==> src/rtl/cbm_pkg.sv <==
package cbm_pkg;

  // Position of the lowest set bit, or -1 when none is set.
  function automatic int lowest_one(input logic [31:0] v);
    int pos;
    pos = -1;
    for (int i = 31; i >= 0; i--) begin
      if (v[i]) pos = i;
    end
    return pos;
  endfunction

endpackage

==> src/rtl/cbm_rank_map.sv <==
module cbm_rank_map #(
  parameter int NBANK = 6,
  parameter int BKW   = 3,
  parameter int CNTW  = 3,
  localparam int NRANK = 1 << BKW
) (
  input  logic [NBANK-1:0]     usable,
  output logic [CNTW-1:0]      cnt,
  output logic [NRANK*BKW-1:0] rank_bank
);

  // Rank k lands on the k-th usable bank, lowest bank first.
  always_comb begin
    int acc;
    acc = 0;
    rank_bank = '0;
    for (int b = 0; b < NBANK; b++) begin
      if (usable[b]) begin
        rank_bank[acc*BKW +: BKW] = BKW'(b);
        acc = acc + 1;
      end
    end
    cnt = CNTW'(acc);
  end

endmodule

==> src/rtl/cbm_port_arb.sv <==
module cbm_port_arb #(
  parameter int NBANK  = 6,
  parameter int NBUS   = 2,
  parameter int NPORT  = 2,
  parameter int LINE_W = 4,
  parameter int BKW    = 3,
  parameter int BUSW   = 1,
  parameter int CNTW   = 3,
  localparam int IDXW  = BKW + LINE_W,
  localparam int NRANK = 1 << BKW
) (
  input  logic [NPORT-1:0]        req_vld,
  input  logic [NPORT*IDXW-1:0]   req_idx,
  input  logic [CNTW-1:0]         cnt,
  input  logic [NRANK*BKW-1:0]    rank_bank,
  input  logic [NBANK*NBUS-1:0]   bus_fault,
  output logic [NPORT-1:0]        gnt,
  output logic [NPORT-1:0]        oor,
  output logic [NPORT-1:0]        stall,
  output logic [NPORT*BKW-1:0]    p_bank,
  output logic [NPORT*BUSW-1:0]   p_bus,
  output logic [NPORT*LINE_W-1:0] p_line
);
  import cbm_pkg::*;

  always_comb begin
    logic [NBUS-1:0]  taken_bus;
    logic [NBANK-1:0] taken_bank;
    logic [BKW-1:0]   rank;
    logic [BKW-1:0]   bk;
    logic [NBUS-1:0]  free_bus;
    int               pick;
    taken_bus  = '0;
    taken_bank = '0;
    gnt    = '0;
    oor    = '0;
    stall  = '0;
    p_bank = '0;
    p_bus  = '0;
    p_line = '0;
    // Lower port numbers claim banks and buses first.
    for (int p = 0; p < NPORT; p++) begin
      rank = req_idx[p*IDXW+LINE_W +: BKW];
      bk   = rank_bank[int'(rank)*BKW +: BKW];
      free_bus = ~bus_fault[int'(bk)*NBUS +: NBUS] & ~taken_bus;
      pick = lowest_one(32'(free_bus));
      p_line[p*LINE_W +: LINE_W] = req_idx[p*IDXW +: LINE_W];
      p_bank[p*BKW +: BKW] = bk;
      if (req_vld[p]) begin
        if (int'(rank) >= int'(cnt)) begin
          oor[p] = 1'b1;
        end else if (!taken_bank[bk] && pick >= 0) begin
          gnt[p] = 1'b1;
          p_bus[p*BUSW +: BUSW] = BUSW'(pick);
          taken_bank[bk] = 1'b1;
          taken_bus[pick] = 1'b1;
        end else begin
          stall[p] = 1'b1;
        end
      end
    end
  end

endmodule

==> src/rtl/cbm_pwr_ctl.sv <==
module cbm_pwr_ctl #(
  parameter int NBANK = 6
) (
  input  logic             clk,
  input  logic             rst,
  input  logic             pwr_we,
  input  logic [NBANK-1:0] pwr_wdata,
  input  logic [NBANK-1:0] busy,
  output logic [NBANK-1:0] pwr_nxt
);

  logic [NBANK-1:0] tgt_q;
  logic [NBANK-1:0] pwr_q;
  logic [NBANK-1:0] tgt;

  assign tgt = pwr_we ? pwr_wdata : tgt_q;

  // Switching on is immediate; switching off waits for an idle bank.
  for (genvar b = 0; b < NBANK; b++) begin : g_bank
    assign pwr_nxt[b] = rst ? 1'b1 : (tgt[b] | (pwr_q[b] & busy[b]));
  end

  always_ff @(posedge clk) begin
    if (rst) begin
      tgt_q <= '1;
      pwr_q <= '1;
    end else begin
      tgt_q <= tgt;
      pwr_q <= pwr_nxt;
    end
  end

endmodule

==> src/rtl/cbm_bank_mgr.sv <==
module cbm_bank_mgr #(
  parameter int NBANK  = 6,
  parameter int NBUS   = 2,
  parameter int NPORT  = 2,
  parameter int LINE_W = 4,
  localparam int BKW   = (NBANK > 1) ? $clog2(NBANK) : 1,
  localparam int BUSW  = (NBUS > 1) ? $clog2(NBUS) : 1,
  localparam int IDXW  = BKW + LINE_W
) (
  input  logic                    clk,
  input  logic                    rst,
  input  logic [NBANK-1:0]        fuse_bad,
  input  logic [NBANK*NBUS-1:0]   bus_fault,
  input  logic                    pwr_we,
  input  logic [NBANK-1:0]        pwr_wdata,
  input  logic [NPORT-1:0]        req_vld,
  input  logic [NPORT*IDXW-1:0]   req_idx,
  output logic [NPORT-1:0]        req_stall,
  output logic [NPORT-1:0]        rsp_vld,
  output logic [NPORT-1:0]        rsp_oor,
  output logic [NPORT*BKW-1:0]    rsp_bank,
  output logic [NPORT*LINE_W-1:0] rsp_line,
  output logic [NBANK-1:0]        bank_en,
  output logic [NBANK-1:0]        bank_act,
  output logic [NBANK*BUSW-1:0]   bank_bus
);

  localparam int CNTW  = $clog2(NBANK + 1);
  localparam int NRANK = 1 << BKW;

  logic [NBANK-1:0]        bank_en_q;
  logic [NBANK-1:0]        act_q;
  logic [NBANK*BUSW-1:0]   bus_q;
  logic [NPORT-1:0]        rvld_q;
  logic [NPORT-1:0]        roor_q;
  logic [NPORT*BKW-1:0]    rbank_q;
  logic [NPORT*LINE_W-1:0] rline_q;

  logic [CNTW-1:0]         cnt;
  logic [NRANK*BKW-1:0]    rank_bank;
  logic [NPORT-1:0]        gnt;
  logic [NPORT-1:0]        oor;
  logic [NPORT-1:0]        stall;
  logic [NPORT*BKW-1:0]    p_bank;
  logic [NPORT*BUSW-1:0]   p_bus;
  logic [NPORT*LINE_W-1:0] p_line;
  logic [NBANK-1:0]        reach;
  logic [NBANK-1:0]        gnt_bank;
  logic [NBANK*BUSW-1:0]   gnt_bus;
  logic [NBANK-1:0]        busy;
  logic [NBANK-1:0]        pwr_nxt;

  // A bank is reachable while at least one of its branches works.
  for (genvar b = 0; b < NBANK; b++) begin : g_reach
    assign reach[b] = ~&bus_fault[b*NBUS +: NBUS];
  end

  cbm_rank_map #(.NBANK(NBANK), .BKW(BKW), .CNTW(CNTW)) u_map (
    .usable    (bank_en_q),
    .cnt       (cnt),
    .rank_bank (rank_bank)
  );

  cbm_port_arb #(
    .NBANK(NBANK), .NBUS(NBUS), .NPORT(NPORT), .LINE_W(LINE_W),
    .BKW(BKW), .BUSW(BUSW), .CNTW(CNTW)
  ) u_arb (
    .req_vld   (req_vld),
    .req_idx   (req_idx),
    .cnt       (cnt),
    .rank_bank (rank_bank),
    .bus_fault (bus_fault),
    .gnt       (gnt),
    .oor       (oor),
    .stall     (stall),
    .p_bank    (p_bank),
    .p_bus     (p_bus),
    .p_line    (p_line)
  );

  // Spread port grants onto the bank side.
  always_comb begin
    gnt_bank = '0;
    gnt_bus  = '0;
    for (int p = 0; p < NPORT; p++) begin
      if (gnt[p]) begin
        gnt_bank[p_bank[p*BKW +: BKW]] = 1'b1;
        gnt_bus[int'(p_bank[p*BKW +: BKW])*BUSW +: BUSW] = p_bus[p*BUSW +: BUSW];
      end
    end
  end

  assign busy = gnt_bank | act_q;

  cbm_pwr_ctl #(.NBANK(NBANK)) u_pwr (
    .clk       (clk),
    .rst       (rst),
    .pwr_we    (pwr_we),
    .pwr_wdata (pwr_wdata),
    .busy      (busy),
    .pwr_nxt   (pwr_nxt)
  );

  always_ff @(posedge clk) begin
    if (rst) begin
      bank_en_q <= '0;
      act_q     <= '0;
      bus_q     <= '0;
      rvld_q    <= '0;
      roor_q    <= '0;
      rbank_q   <= '0;
      rline_q   <= '0;
    end else begin
      bank_en_q <= pwr_nxt & ~fuse_bad & reach;
      act_q     <= gnt_bank;
      bus_q     <= gnt_bus;
      rvld_q    <= gnt;
      roor_q    <= oor;
      rbank_q   <= p_bank;
      rline_q   <= p_line;
    end
  end

  assign req_stall = stall;
  assign rsp_vld   = rvld_q;
  assign rsp_oor   = roor_q;
  assign rsp_bank  = rbank_q;
  assign rsp_line  = rline_q;
  assign bank_en   = bank_en_q;
  assign bank_act  = act_q;
  assign bank_bus  = bus_q;

endmodule

==> config.mk <==
export PLATFORM = sky130hd
export DESIGN_NAME = cbm_bank_mgr
export DESIGN_NICKNAME = d
export VERILOG_FILES = /design/src/rtl/cbm_pkg.sv /design/src/rtl/cbm_rank_map.sv /design/src/rtl/cbm_port_arb.sv /design/src/rtl/cbm_pwr_ctl.sv /design/src/rtl/cbm_bank_mgr.sv
export SDC_FILE = /design/constraint.sdc
export NUM_CORES = 1
export LEC_CHECK = 0
export BUFFER_PORTS_ARGS = -buffer_cell sky130_fd_sc_hd__clkbuf_2
export CORE_ASPECT_RATIO = 0.5
export CORE_UTILIZATION = 41
export DETAILED_ROUTE_END_ITERATION = 10
export PLACE_DENSITY = 0.67
export SYNTH_ARGS = -nofsm -noshare
export SYNTH_HDL_FRONTEND = slang
export SYNTH_SLANG_ARGS = --single-unit
==> constraint.sdc <==
create_clock -name clk -period 16 [get_ports clk]
set_input_delay 0.8 -clock clk [delete_from_list [all_inputs] [get_ports clk]]
set_output_delay 0.8 -clock clk [all_outputs]
set_load 0.02 [all_outputs]
**Word-level counts from Yosys, hierarchy flattened**

Memory sizes are Yosys's and may differ from the RTL's.
Index checks and enable logic that the tools add are counted.

- Add/sub/neg operators: 12
- Multiply operators: 7
- Order comparisons: 10
- Shifts and indexed selects: 18
- Multiplexer cells: 66
- Bitwise gates (word level): 25
- Reductions and logical operators: 21

Operators by type and width:

| cell | number |
|---|---|
| 32-bit two-way mux | 8 |
| 32-bit negation with 33-bit output | 5 |
| 3-bit by 33-bit variable shift with 24-bit output (first input constant) | 5 |
| 3-bit by 33-bit variable part select with 24-bit output (first input constant) | 5 |
| 32-bit by 3-bit multiplier with 32-bit output (second input constant) | 4 |
| 24-bit two-way mux | 5 |
| 32-bit by 2-bit adder with 32-bit output (second input constant) | 3 |
| 24-bit bitwise mux | 4 |
| 32-bit by 1-bit greater-or-equal comparator with 1-bit output (second input constant) | 3 |
| 3-bit negation with 33-bit output | 2 |
| 1-bit by 33-bit variable shift with 6-bit output (first input constant) | 2 |
| 1-bit by 33-bit variable part select with 6-bit output | 2 |
| 24-bit by 32-bit variable part select with 3-bit output | 2 |
| 6-bit two-way mux | 8 |
| 32-bit by 3-bit < comparator with 1-bit output (second input constant) | 1 |
| 1-bit two-way mux | 32 |
| 24-bit AND | 1 |
| 12-bit by 5-bit variable part select with 2-bit output | 2 |
| 6-bit AND | 3 |
| 6-bit OR | 2 |
| 2-bit AND reduction | 6 |
| 3-bit by 2-bit multiplier with 5-bit output (second input constant) | 2 |
| 1-bit zero test | 8 |
| 3-bit by 4-bit < comparator with 1-bit output (second input constant) | 2 |
| other kinds (19) | 42 |

- Bits in registers: 48
- Bits in read-only memories: 8
- Bits of input ports: 43
- Output and inout bits: 38
- Memories kept: 1

Memory list:

| name | words | width | read ports | clocked after memory_dff | write ports | RTL line | RTL |
|---|---|---|---|---|---|---|---|
| (name not given) | 8 | 1 | 1 | 0 | 0 | cbm_port_arb.sv:52 | `end else if (!taken_bank[bk] && pick >= 0) begin` |

**Longest topological paths before layout**

Gate-level depths: netlist of run 1.

- Depth after elaboration: 42
- Mapped depth: 41
- Gate-level depth less buffers: 34

**Cells and area by module**

A second synthesis of run 1 with hierarchy kept.

- Cells, all modules: 712
- Area total of the unflattened synthesis: 5715.5 µm²

By module, submodules not included:

| module | times used | cells an instance | area an instance (µm²) | sequential area each (µm²) |
|---|---|---|---|---|
| cbm_rank_map | 1 | 417 | 2832.7 | 0.0 |
| cbm_bank_mgr | 1 | 143 | 1430.1 | 720.7 |
| cbm_port_arb | 1 | 108 | 1001.0 | 0.0 |
| cbm_pwr_ctl | 1 | 44 | 451.7 | 240.2 |

**Worst setup path after synthesis of run 1**

OpenSTA, ideal clock, no wires.

- Kind: reg-to-output
- Start: reg bank_en_q[0] (netlist: bank_en[0])
- End: out req_stall[1]
- Arrival: 8.218 ns
- Required time: 15.200 ns
- Path slack: 6.982 ns
- Cell stages (with the launch flop): 38
- Path through: dfxtp_1 > inv_1 > ha_1 > and2_1 > nor2_1 > ha_1 > clkbuf_1 > nand2_1 > o31a_1 > buf_2 > inv_2 > ha_1 > mux2i_1 > inv_1 > ha_1 > ha_1 > fa_1 > xnor2_1 > (+2 left out) > nor2b_1 > clkbuf_1 > nand3_1 > nor4_4 > nand3_1 > a2bb2oi_2 > nor3_1 > o311a_1 > or2_1 > buf_2 > clkinv_1 > a211oi_1 > nor4b_4 > o211ai_2 > a21oi_1 > nor3_4 > buf_4 > nor2_1

- Longest elaborated chain between the ends: 35
- Elaborated cells between the ends (all ways): 84
- Classes of those cells: 10 x add/sub; 5 x mul; 8 x order compare; 14 x shift; 35 x mux; 5 x bitwise; 6 x reduce/logical; 1 x memory

RTL lines:

| element | RTL line | RTL |
|---|---|---|
| from (decl) | cbm_bank_mgr.sv:31 | `logic [NBANK-1:0] bank_en_q;` |
| from (signal assigned) | cbm_bank_mgr.sv:114 | `bank_en_q <= pwr_nxt & ~fuse_bad & reach;` |
| 1-bit two-way mux * | cbm_rank_map.sv:18 | `if (usable[b]) begin` |
| 1-bit by 1-bit adder with 2-bit output / 1-bit by 2-bit multiplier with 3-bit output (equally long branches) | cbm_rank_map.sv:20, cbm_rank_map.sv:19 |  |
| 32-bit two-way mux / 32-bit negation with 33-bit output (equally long branches) | cbm_rank_map.sv:18, cbm_rank_map.sv:19 |  |
| 32-bit by 2-bit adder with 32-bit output, or another cell as far along | cbm_rank_map.sv:20 | `acc = acc + 1;` |
| 32-bit two-way mux, or another cell as far along | cbm_rank_map.sv:18 |  |
| 32-bit by 2-bit adder with 32-bit output, or another cell as far along | cbm_rank_map.sv:20 |  |
| 32-bit two-way mux, or another cell as far along | cbm_rank_map.sv:18 |  |
| 32-bit by 2-bit adder with 32-bit output, or another cell as far along | cbm_rank_map.sv:20 |  |
| (+18 left out) | n/a |  |
| 2-bit inverter | cbm_port_arb.sv:45 | `free_bus = ~bus_fault[int'(bk)*NBUS +: NBUS] & ~taken_bus;` |
| 2-bit AND | cbm_port_arb.sv:45 |  |
| 32-bit two-way mux (2 in series) | cbm_pkg.sv:8 | `if (v[i]) pos = i;` |
| 32-bit by 1-bit greater-or-equal comparator with 1-bit output | cbm_port_arb.sv:52 |  |
| 1-bit logical AND | cbm_port_arb.sv:52 |  |
| 1-bit two-way mux | cbm_port_arb.sv:52 |  |
| 1-bit two-way mux * | cbm_port_arb.sv:50 | `if (int'(rank) >= int'(cnt)) begin` |
| 1-bit two-way mux * | cbm_port_arb.sv:49 | `if (req_vld[p]) begin` |
| to (decl) | cbm_bank_mgr.sv:18 | `output logic [NPORT-1:0] req_stall,` |

Every way passes the cells marked *; elsewhere a longest branch is shown, timed or not. The select of a mux whose other input is x is not followed.

**Worst setup path in the final report of run 1**

Same ends and word-level chain as after synthesis.

==> results of run 1 <==
==> final timing paths <==
kind,endpoint,slack (ps),depth (start not counted)
max,req_stall[1],4570,34
max reg2reg,bank_en[4]$_SDFF_PP0_,5220,34
min,u_pwr.pwr_q[2]$_SDFF_PP1_,460,2
min reg2reg,u_pwr.pwr_q[2]$_SDFF_PP1_,460,2
==> through the flow <==
| step | power (µW) | area [µm²] |
|---|---|---|
| 6_report | 650 | 6920 |
| 5_1_grt | 685 | 6920 |
| 4_1_cts | 635 | 6920 |
| 3_5_place_dp | 524 | 6760 |
| 3_3_place_gp | 532 | 6760 |
| 2_1_floorplan | 415 | 6260 |
==> state kept, by name (all words and copies together) (netlist names) <==
signal	count
bank_en	6
rsp_line	8
u_pwr.pwr_q	6
rsp_oor	2
u_pwr.tgt_q	6
bank_bus	6
bank_act	6
rsp_vld	2
rsp_bank	6
==> worst max-delay path, delay by kind of cell (launching register included) <==
family          cells  cell delay, ps
fa+ha+maj           6            2140
mux                 1             260
buf+inv             5             890
flops               1             440
simple gates       12            3680
compound gates     10            2910
==> routing by layer <==
metal / vias to the layer above / part of all wire [%]
met4: 0 / 1.3
met2: 474 / 39
met5: - / 0
li1: 3304 / -
met3: 36 / 13
met1: 3307 / 47
==> cell type report <==
cell class                 instances  area [µm²]
timing repair buffer              86         445
multi-input combinational        710        4970
fill                            1491        7780
clock inverter                     2        13.8
tap                              198         248
inverter                          36         140
sequential                        48         961
clock buffer                       6         139
==> power breakdown <==
group	internal, µW	leakage [µW]	switching [µW]
clock	62.5	0.0000772	46.1
combinational	120	0.00224	290
sequential	126	0.000395	4.81
==> cells in the final DEF (no fill, tap or decap), types with 10 or more instances in the layout <==
cell type | synthesis | final
nor3_1 | 37 | 37
nand3_1 | 47 | 47
o31ai_1 | 11 | 11
nor4_1 | 16 | 16
clkbuf_2 | 0 | 80
and3_1 | 16 | 16
ha_1 | 45 | 45
o21ai_0 | 25 | 25
o22ai_1 | 11 | 11
a211o_1 | 13 | 13
or4_1 | 10 | 10
nor3b_1 | 10 | 10
nor2b_1 | 26 | 26
nor2_1 | 80 | 80
and2_1 | 11 | 11
nand2_1 | 58 | 58
xnor2_1 | 15 | 15
a21oi_1 | 34 | 34
nand2b_1 | 11 | 11
a31oi_1 | 11 | 11
inv_1 | 28 | 28
dfxtp_1 | 48 | 48
a211oi_1 | 12 | 12
nand4_1 | 17 | 17
==> kinds of logic after synthesis <==
logic type / Yosys count / share of synthesized area [%]
simple gates: 392 / 34.8
fa+ha+maj: 48 / 9.95
buf+inv: 80 / 5.40
xor+xnor: 24 / 3.86
mux: 15 / 2.70
compound gates: 231 / 28.0
flops: 48 / 15.3
==> metrics.md, run 1 <==
| Metric | Value |
|---|---|
| Post-synth EDFFs | 0 |
| Final Hold Fails | 0 |
| Crit Path Class | reg2out |
| Slew HR | 38.3% |
| Synth Instances | 838 |
| First-pass GRT wire length | 38,400 µm |
| Met3 GRT Util | 10.5% |
| Util after Layout | 47.0% |
| CTS resizes | 0 |
| Non-filler cells in the finished layout | 1,086 |
| Pre-antenna DRT Iters | 6 |
| Critical path's slowest cell | or2_0 |
| Pwr dens | 94.0 nW/µm² |
| IO buf count | 80 |
| Largest net degree at the start of global routing | 41 |
| Share of layout cells above drive strength 1 | 15.9% |
| FF+latch count, synth | 48 |
| Synthesized area per cell | 7.47 µm² |
| Sequential area share after synthesis | 15.3% |
| Hold WC Path Type | reg2reg |
| Peak VDD IR | 0.0650 mV |
| Clk buf depth | 2 |
| Initial antenna violation count | 0 |
| Top post-synthesis cells by area | dfxtp_1 15%, ha_1 9.0%, nor2_1 4.8% |
| Crit path capture type | output pin |
| Final WS setup | 4570 ps |
| Async SR Flop Fraction | 0% |
| Clock Skews | 3.40 ps |
| Fin Setup TNS | 0 ps |
| Worst-margin pin slew | 924 ps |
| Synth warn | 0 |
| Max-slew violations | 0 |
| WL/cell | 23.7 µm |
| Arrival @ worst endpoint | 10,630 ps |
| Inserted Clock Buffers | 5 |
| Critical Path RT | 15,200 ps |
| Final setup fails | 0 |
| DIE AREA | 15,800 µm² |
| FP Rows | 31 |
| Starting Density | 42.6% |
| Leak | 0.00272 µW |
| Ant. Diodes | 0 |
| Share of the synthesized area in the top cell type | 15.3% |
| Commonest cells post-synth | 80 x nor2_1, 58 x nand2_1, 48 x dfxtp_1 |
| GRT Util Overall | 32.1% |
| DIE HEIGHT | 89.4 µm |
| Via count | 7,121 |
| Critical Path Max Stage Delay | 640 ps |
| # Post-CTS Setup Buffers | 0 |
| Max Freq | 87.5 MHz |
| Crit-path max FO | 19 |
| CTS sink cnt | 48 |
| H-Tree Depth | 2 |
| Initial DRC Count | 1,005 |
| Yosys top cell by area | dfxtp_1 |
| Outcome | complete, no violations |
| Nets@finish | 978 |
| CTS tree | done |
| Final ANT Viol Nets | 0 |
| RePlAce Congestion | 1.01 |
| CP startpoint kind | flop |
| Hold Buf Count CTS | 0 |
| Period utilisation layout | 71.5% |
| Worst hold slack | 459 ps |
| Routing usage on met2 | 45.1% |
| Drt total wl | 25,800 µm |
| GRT overflow | 0 |
| Clock Pin Slew Worst Setup and Hold Paths | 70 ps |
| GR Util met1 | 47.1% |
| Start point of the critical path | bank_en[0]$_SDFF_PP0_ |
| Mapped Area | 6260 µm² |
| Maxcap violations | 0 |
| RSZ-0062 raised after global routing | no |
| Drc violations | 0 |
| Placed Cells | 1,078 |
| Synthesis-to-layout area growth | 10.5% |
| Minimum clock period | 11,430 ps |
| # IOs | 81 |
| Core Footprint | 14,700 µm² |
| Synth Flop Type | dfxtp_1 |
| GRT busiest layer | met1 |
| Worst-Skew Late Latency | 290 ps |
| Die width | 177 µm |
| Netlist cell types | 99 |
| Clk Tree Root Cell | clkbuf_16 |
| Hold_sp | u_pwr.pwr_q[2]$_SDFF_PP1_ |
| Reg-to-reg startpoint | bank_en[0]$_SDFF_PP0_ |
| Vias in the first global route | 6,386 |
| Post-DP HPWL | 20,500 µm |
| Count leader, synth | nor2_1 |
| Mapped Nets | 929 |
| Routed vias/inst | 6.56 |
| Cell mode on critical path | ha_1 |
| Setup slack at placement | 5210 ps |
Power figures use the tool's default switching activity.
==> run 2, diff against run 1 <==
PLACE_DENSITY = 0.69   (was 0.67)
clock period = 10.2 ns   (was 16 ns; I/O delays follow)
==> run 2 against run 1 <==
First-iteration DRC count grew 3.0%. Global-route usage shrank 0.46 points. Utilization grew 0.89 points. Sequential power grew 57%. Register-to-register slack lost 4600 ps. Design area grew 1.9%. Total power grew 67%. Cell count grew 1.1%. Wire length shrank 2.3%. Die area is the same. Largest power group unchanged.
==> metrics.md, run 2 (same netlist as run 1, synthesis figures left out) <==
| Metric | Value |
|---|---|
| Initial antenna violation count | 0 |
| Switching fraction of total power | 50.4% |
| Placed Area | 6820 µm² |
| Hold Buf Count CTS | 0 |
| Period utilisation layout | 93.8% |
| DIE AREA | 15,800 µm² |
| Clk Tree Root Cell | clkbuf_16 |
| Starting Density | 42.6% |
| Pre-antenna DRT Iters | 5 |
| Core Footprint | 14,700 µm² |
| R2r setup slk | 660 ps |
| Clock Pin Slew Worst Setup and Hold Paths | 70 ps |
| DIE HEIGHT | 89.4 µm |
| Hold WC Path Type | in2reg |
| Worst-Skew Late Latency | 290 ps |
| Largest net degree at the start of global routing | 41 |
| CP startpoint kind | flop |
| Crit-path max FO | 10 |
| Fin Setup TNS | 0 ps |
| FP Rows | 31 |
| Reg2reg end | bank_en[3]$_SDFF_PP0_ |
| Vias in the first global route | 6,652 |
| Routed vias/inst | 6.79 |
| Nets@finish | 990 |
| IO buf count | 80 |
| Gate power share | 61.1% |
| Initial DRC Count | 1,035 |
| Maxcap violations | 0 |
| Max Freq | 105 MHz |
| Final Hold Fails | 0 |
| # IOs | 81 |
| Post-route cell area | 7050 µm² |
| Pwr dens | 154 nW/µm² |
| Inserted Clock Buffers | 5 |
| Crit path capture type | output pin |
| Outcome | complete, no violations |
| Synthesis-to-layout area growth | 12.5% |
| Crit Path Class | reg2out |
| Max-slew violations | 0 |
| Minimum clock period | 9560 ps |
| Reg-to-reg startpoint | bank_en[0]$_SDFF_PP0_ |
| H-Tree Depth | 2 |
| Post-DP HPWL | 19,800 µm |
| Critical Path Max Stage Delay | 490 ps |
| Most frequent cells in the layout | 80 x nor2_1, 80 x clkbuf_2, 58 x nand2_1 |
| Drt total wl | 25,200 µm |
| Clock Skews | 7.43 ps |
| Die width | 177 µm |
| Drc violations | 0 |
| Final ANT Viol Nets | 0 |
| Placed Cells | 1,087 |
| Worst-margin pin slew | 980 ps |
| Leak | 0.00279 µW |
| Pint | 538 µW |
| GRT Util Overall | 31.6% |
| Seq pwr share | 18.9% |
| Via count | 7,460 |
| Slew HR | 33.7% |
| Final setup fails | 0 |
| Start point of the critical path | bank_en[0]$_SDFF_PP0_ |
| Non-filler cells in the finished layout | 1,098 |
| GRT overflow | 0 |
| Share of layout cells above drive strength 1 | 17.0% |
| Clk buf depth | 2 |
| CTS tree | done |
| Arrival @ worst endpoint | 9050 ps |
| Critical Path RT | 9690 ps |
| Max reg flops | 8 |
| WL/cell | 22.9 µm |
| Cell mode on critical path | ha_1 |
| RePlAce Congestion | 1.07 |
| P_sw | 548 µW |
| Clock Power Share | 20.0% |
| Peak VDD IR | 0.0952 mV |
| CTS sink cnt | 48 |
| Ant. Diodes | 0 |
| Critical path's slowest cell | fa_1 |
| First-pass GRT wire length | 38,600 µm |
| Crit path capture | req_stall[1] |
| Reg2Reg Depth | 35 |
| RSZ-0062 raised after global routing | no |
## run 2: changes by cell type in the layout (fill, tap and decap cells not counted), sizes merged
| cell | delta |
|---|---|
| clkbuf | -1 |
| buf | +12 |
| clkinv | -1 |
| bufinv | +2 |
## run 2: metrics by stage
step / setup slack, ps / util (%) / power, µW / hold slack, ps
final: 635 / 47.9 / 1090 / 421
after global routing: 78.2 / 47.9 / 1140 / 424
after CTS: 553 / 47.7 / 1050 / 426
after detailed placement: 908 / 46.4 / 835 / 447
after global placement: 1110 / 46.4 / 847 / 437
after floorplan: 1470 / - / 651 / 424
## run 2: worst min path at each step
stage,start,to,slack (ps),depth (start not counted)
after floorplan,u_pwr.pwr_q[4]$_SDFF_PP1_,u_pwr.pwr_q[4]$_SDFF_PP1_,420,2
after global placement,u_pwr.pwr_q[3]$_SDFF_PP1_,u_pwr.pwr_q[3]$_SDFF_PP1_,440,2
after detailed placement,u_pwr.pwr_q[4]$_SDFF_PP1_,u_pwr.pwr_q[4]$_SDFF_PP1_,450,2
final,req_idx[1],rsp_line[1]$_SDFF_PP0_,420,2
after global routing,req_idx[9],rsp_line[6]$_SDFF_PP0_,420,2
after CTS,req_idx[1],rsp_line[1]$_SDFF_PP0_,430,2
## run 2: metal layers
layer | GRT usage (%) | vias to the layer above | part of all wire, %
met2 | 47.8 | 515 | 42
met5 | 0 | - | 0
met1 | 45.7 | 3564 | 45
met3 | 6.21 | 43 | 12
li1 | - | 3338 | -
met4 | 7.84 | 0 | 1.6
## run 2: layout make-up
cell class	count	area, µm²
clock buffers	5	125
clock inverters	3	68.8
fillers	1502	7650
inverters	36	140
multi-input cells	710	4970
flip-flops and latches	48	961
well taps	198	248
repair buffers	98	536
## run 2: critical path: cells and delay by family, from the launching register on
| kind | cells | cell delay [ps] |
|---|---|---|
| AND/OR/NAND/NOR | 13 | 3120 |
| buffers and inverters | 7 | 1120 |
| AO/OA/AOI/OAI | 4 | 870 |
| flip-flops | 1 | 440 |
| multiplexers | 2 | 610 |
| adder cells (fa/ha/maj) | 7 | 2370 |
| XOR/XNOR | 1 | 190 |
## run 2: power by group through the flow
stage               sequential [µW]  combinational, µW  clock (µW)
floorplan                       215                436           0
global placement                210                637           0
detailed placement              210                625           0
CTS                             206                629         217
global route                    207                706         226
finish                          206                663         217
## run 2: repair_timing
item	in CTS	in global routing
resized for setup	0	2
setup buffers	0	3
setup endpoints to repair	0	1
==> run 3, diff against run 2 <==
GPL_TIMING_DRIVEN = 0   (was not set)
==> run 3 against run 2 <==
Hold slack better by 5.1 ps. Combinational power hardly changed. Die area stayed put. Sequential power is essentially flat. Largest cell class unchanged.
==> metrics.md, run 3 (same netlist as run 1, synthesis figures left out) <==
| Metric | Value |
|---|---|
| Outcome | complete, no violations |
| Critical path's slowest cell | fa_1 |
| DIE HEIGHT | 89.4 µm |
| Cell mode on critical path | ha_1 |
| Hold Buf Count CTS | 0 |
| FF+latch area | 963 µm² |
| Die width | 177 µm |
| Max Freq | 103 MHz |
| IO buf count | 80 |
| RePlAce Congestion | 1.02 |
| Core Footprint | 14,700 µm² |
| Util after Layout | 48.9% |
| Pre-antenna DRT Iters | 5 |
| Setup slack at placement | -495 ps |
| WL/cell | 21.8 µm |
| Initial antenna violation count | 1 |
| Worst hold slack | 426 ps |
| Worst-Skew Late Latency | 290 ps |
| Post-DP HPWL | 19,400 µm |
| Final setup fails | 0 |
| Clock Skews | 6.83 ps |
| CTS tree | done |
| Crit Path Class | reg2out |
| Pwr dens | 144 nW/µm² |
| CP startpoint kind | flop |
| Critical Path RT | 9690 ps |
| Final ANT Viol Nets | 0 |
| Clk Tree Root Cell | clkbuf_16 |
| Commonest non-fill, non-tap cell in the layout | clkbuf_2 |
| Period utilisation layout | 95.5% |
| Clk buf depth | 2 |
| Most frequent cells in the layout | 81 x clkbuf_2, 78 x nor2_1, 58 x nand2_1 |
| Nets@finish | 1,017 |
| GRT overflow | 0 |
| Inserted Clock Buffers | 5 |
| GRT Util Overall | 30.8% |
| Maxcap violations | 0 |
| Clock Pin Slew Worst Setup and Hold Paths | 60 ps |
| Critical Path Max Stage Delay | 580 ps |
| Synthesis-to-layout area growth | 14.8% |
| Max-slew violations | 0 |
| Vias in the first global route | 6,713 |
| # IOs | 81 |
| Non-filler cells in the finished layout | 1,125 |
| Hold WC Path Type | in2reg |
| DIE AREA | 15,800 µm² |
| H-Tree Depth | 2 |
| Placed Cells | 1,116 |
| Leak | 0.00280 µW |
| Share of layout cells above drive strength 1 | 18.1% |
| Arrival @ worst endpoint | 9230 ps |
| Worst-margin pin slew | 982 ps |
| Routed vias/inst | 6.65 |
| FP Rows | 31 |
| Initial DRC Count | 891 |
| Via count | 7,480 |
| Minimum clock period | 9740 ps |
| Slew HR | 33.9% |
| Peak VDD IR | 0.0887 mV |
| Crit path capture type | output pin |
| CTS sink cnt | 48 |
| Drc violations | 0 |
| Crit-path max FO | 10 |
| First-pass GRT wire length | 37,800 µm |
| Drt total wl | 24,600 µm |
| Largest net degree at the start of global routing | 15 |
| Max reg flops | 8 |
| RSZ-0062 raised after global routing | no |
| Starting Density | 42.6% |
| Final WS setup | 456 ps |
| Fill cells | 1,466 |
| Multi-input gate area | 5060 µm² |
| Final Hold Fails | 0 |
==> run 3: cell types whose count changed in the layout (fill, tap and decap cells not counted), moves of 3 or more <==
cell / previous run / this run
ha_2: 0 / 3
buf_4: 18 / 5
a21oi_1: 33 / 30
clkbuf_1: 0 / 25
buf_2: 0 / 7
ha_1: 45 / 42
buf_1: 0 / 3
==> run 3: metal layers <==
layer / share of wire, % / wire (µm) / vias up / global-route usage (%)
met3: 11 / 2620 / 101 / 4.72
met4: 4.0 / 988 / 0 / 10.5
li1: - / - / 3399 / -
met2: 42 / 10200 / 491 / 49.1
met5: 0 / 0 / - / 0
met1: 44 / 10700 / 3489 / 42.6
==> run 3: through the flow <==
stage               instance area, µm²  power [µW]  setup TNS (ps)
floorplan                         6260         651               0
global placement                  6910         839           -3180
detailed placement                6910         828           -4220
CTS                               7090         997               0
global route                      7190        1090               0
finish                            7190        1030               0
==> run 3: final timing paths <==
check,slack (ps),startpoint,to,cells past startpoint
worst max-delay path,460,bank_en[0]$_SDFF_PP0_,req_stall[1],37
worst min-delay path,430,req_idx[10],rsp_line[7]$_SDFF_PP0_,2
worst max register to register,730,bank_en[0]$_SDFF_PP0_,bank_bus[0]$_SDFF_PP0_,34
worst min register to register,460,u_pwr.pwr_q[2]$_SDFF_PP1_,u_pwr.pwr_q[2]$_SDFF_PP1_,2
==> run 3: layout make-up <==
class,instances,area share [%]
plain buffers,42,2.75
multi-input cells,710,70.4
clock inverters,1,0.122
clock buffers,6,1.93
inverters,36,2.00
flip-flops and latches,48,13.4
diodes,1,0.0348
well taps,198,3.45
repair buffers,83,5.88
==> run 3: timing repair <==
| item | in CTS | in global routing |
|---|---|---|
| pin swaps | 0 | 2 |
| cloned | 0 | 0 |
| gates resized for setup | 10 | 20 |
| endpoints found under the setup margin | 25 | 26 |
| buffers inserted | 0 | 3 |
==> run 3: worst max-delay path: cells and delay by family, from the launching register on <==
family | cells | cell delay, ps
fa+ha+maj | 7 | 2590
compound gates | 6 | 1370
flops | 1 | 440
mux | 1 | 230
simple gates | 13 | 2570
buf+inv | 10 | 1710
==> run 3: power breakdown <==
part | switching, µW | internal [µW] | total (µW)
sequential | 5.41 | 199 | 204
clock | 67.9 | 96.6 | 164
combinational | 466 | 199 | 664
total | 539 | 494 | 1030
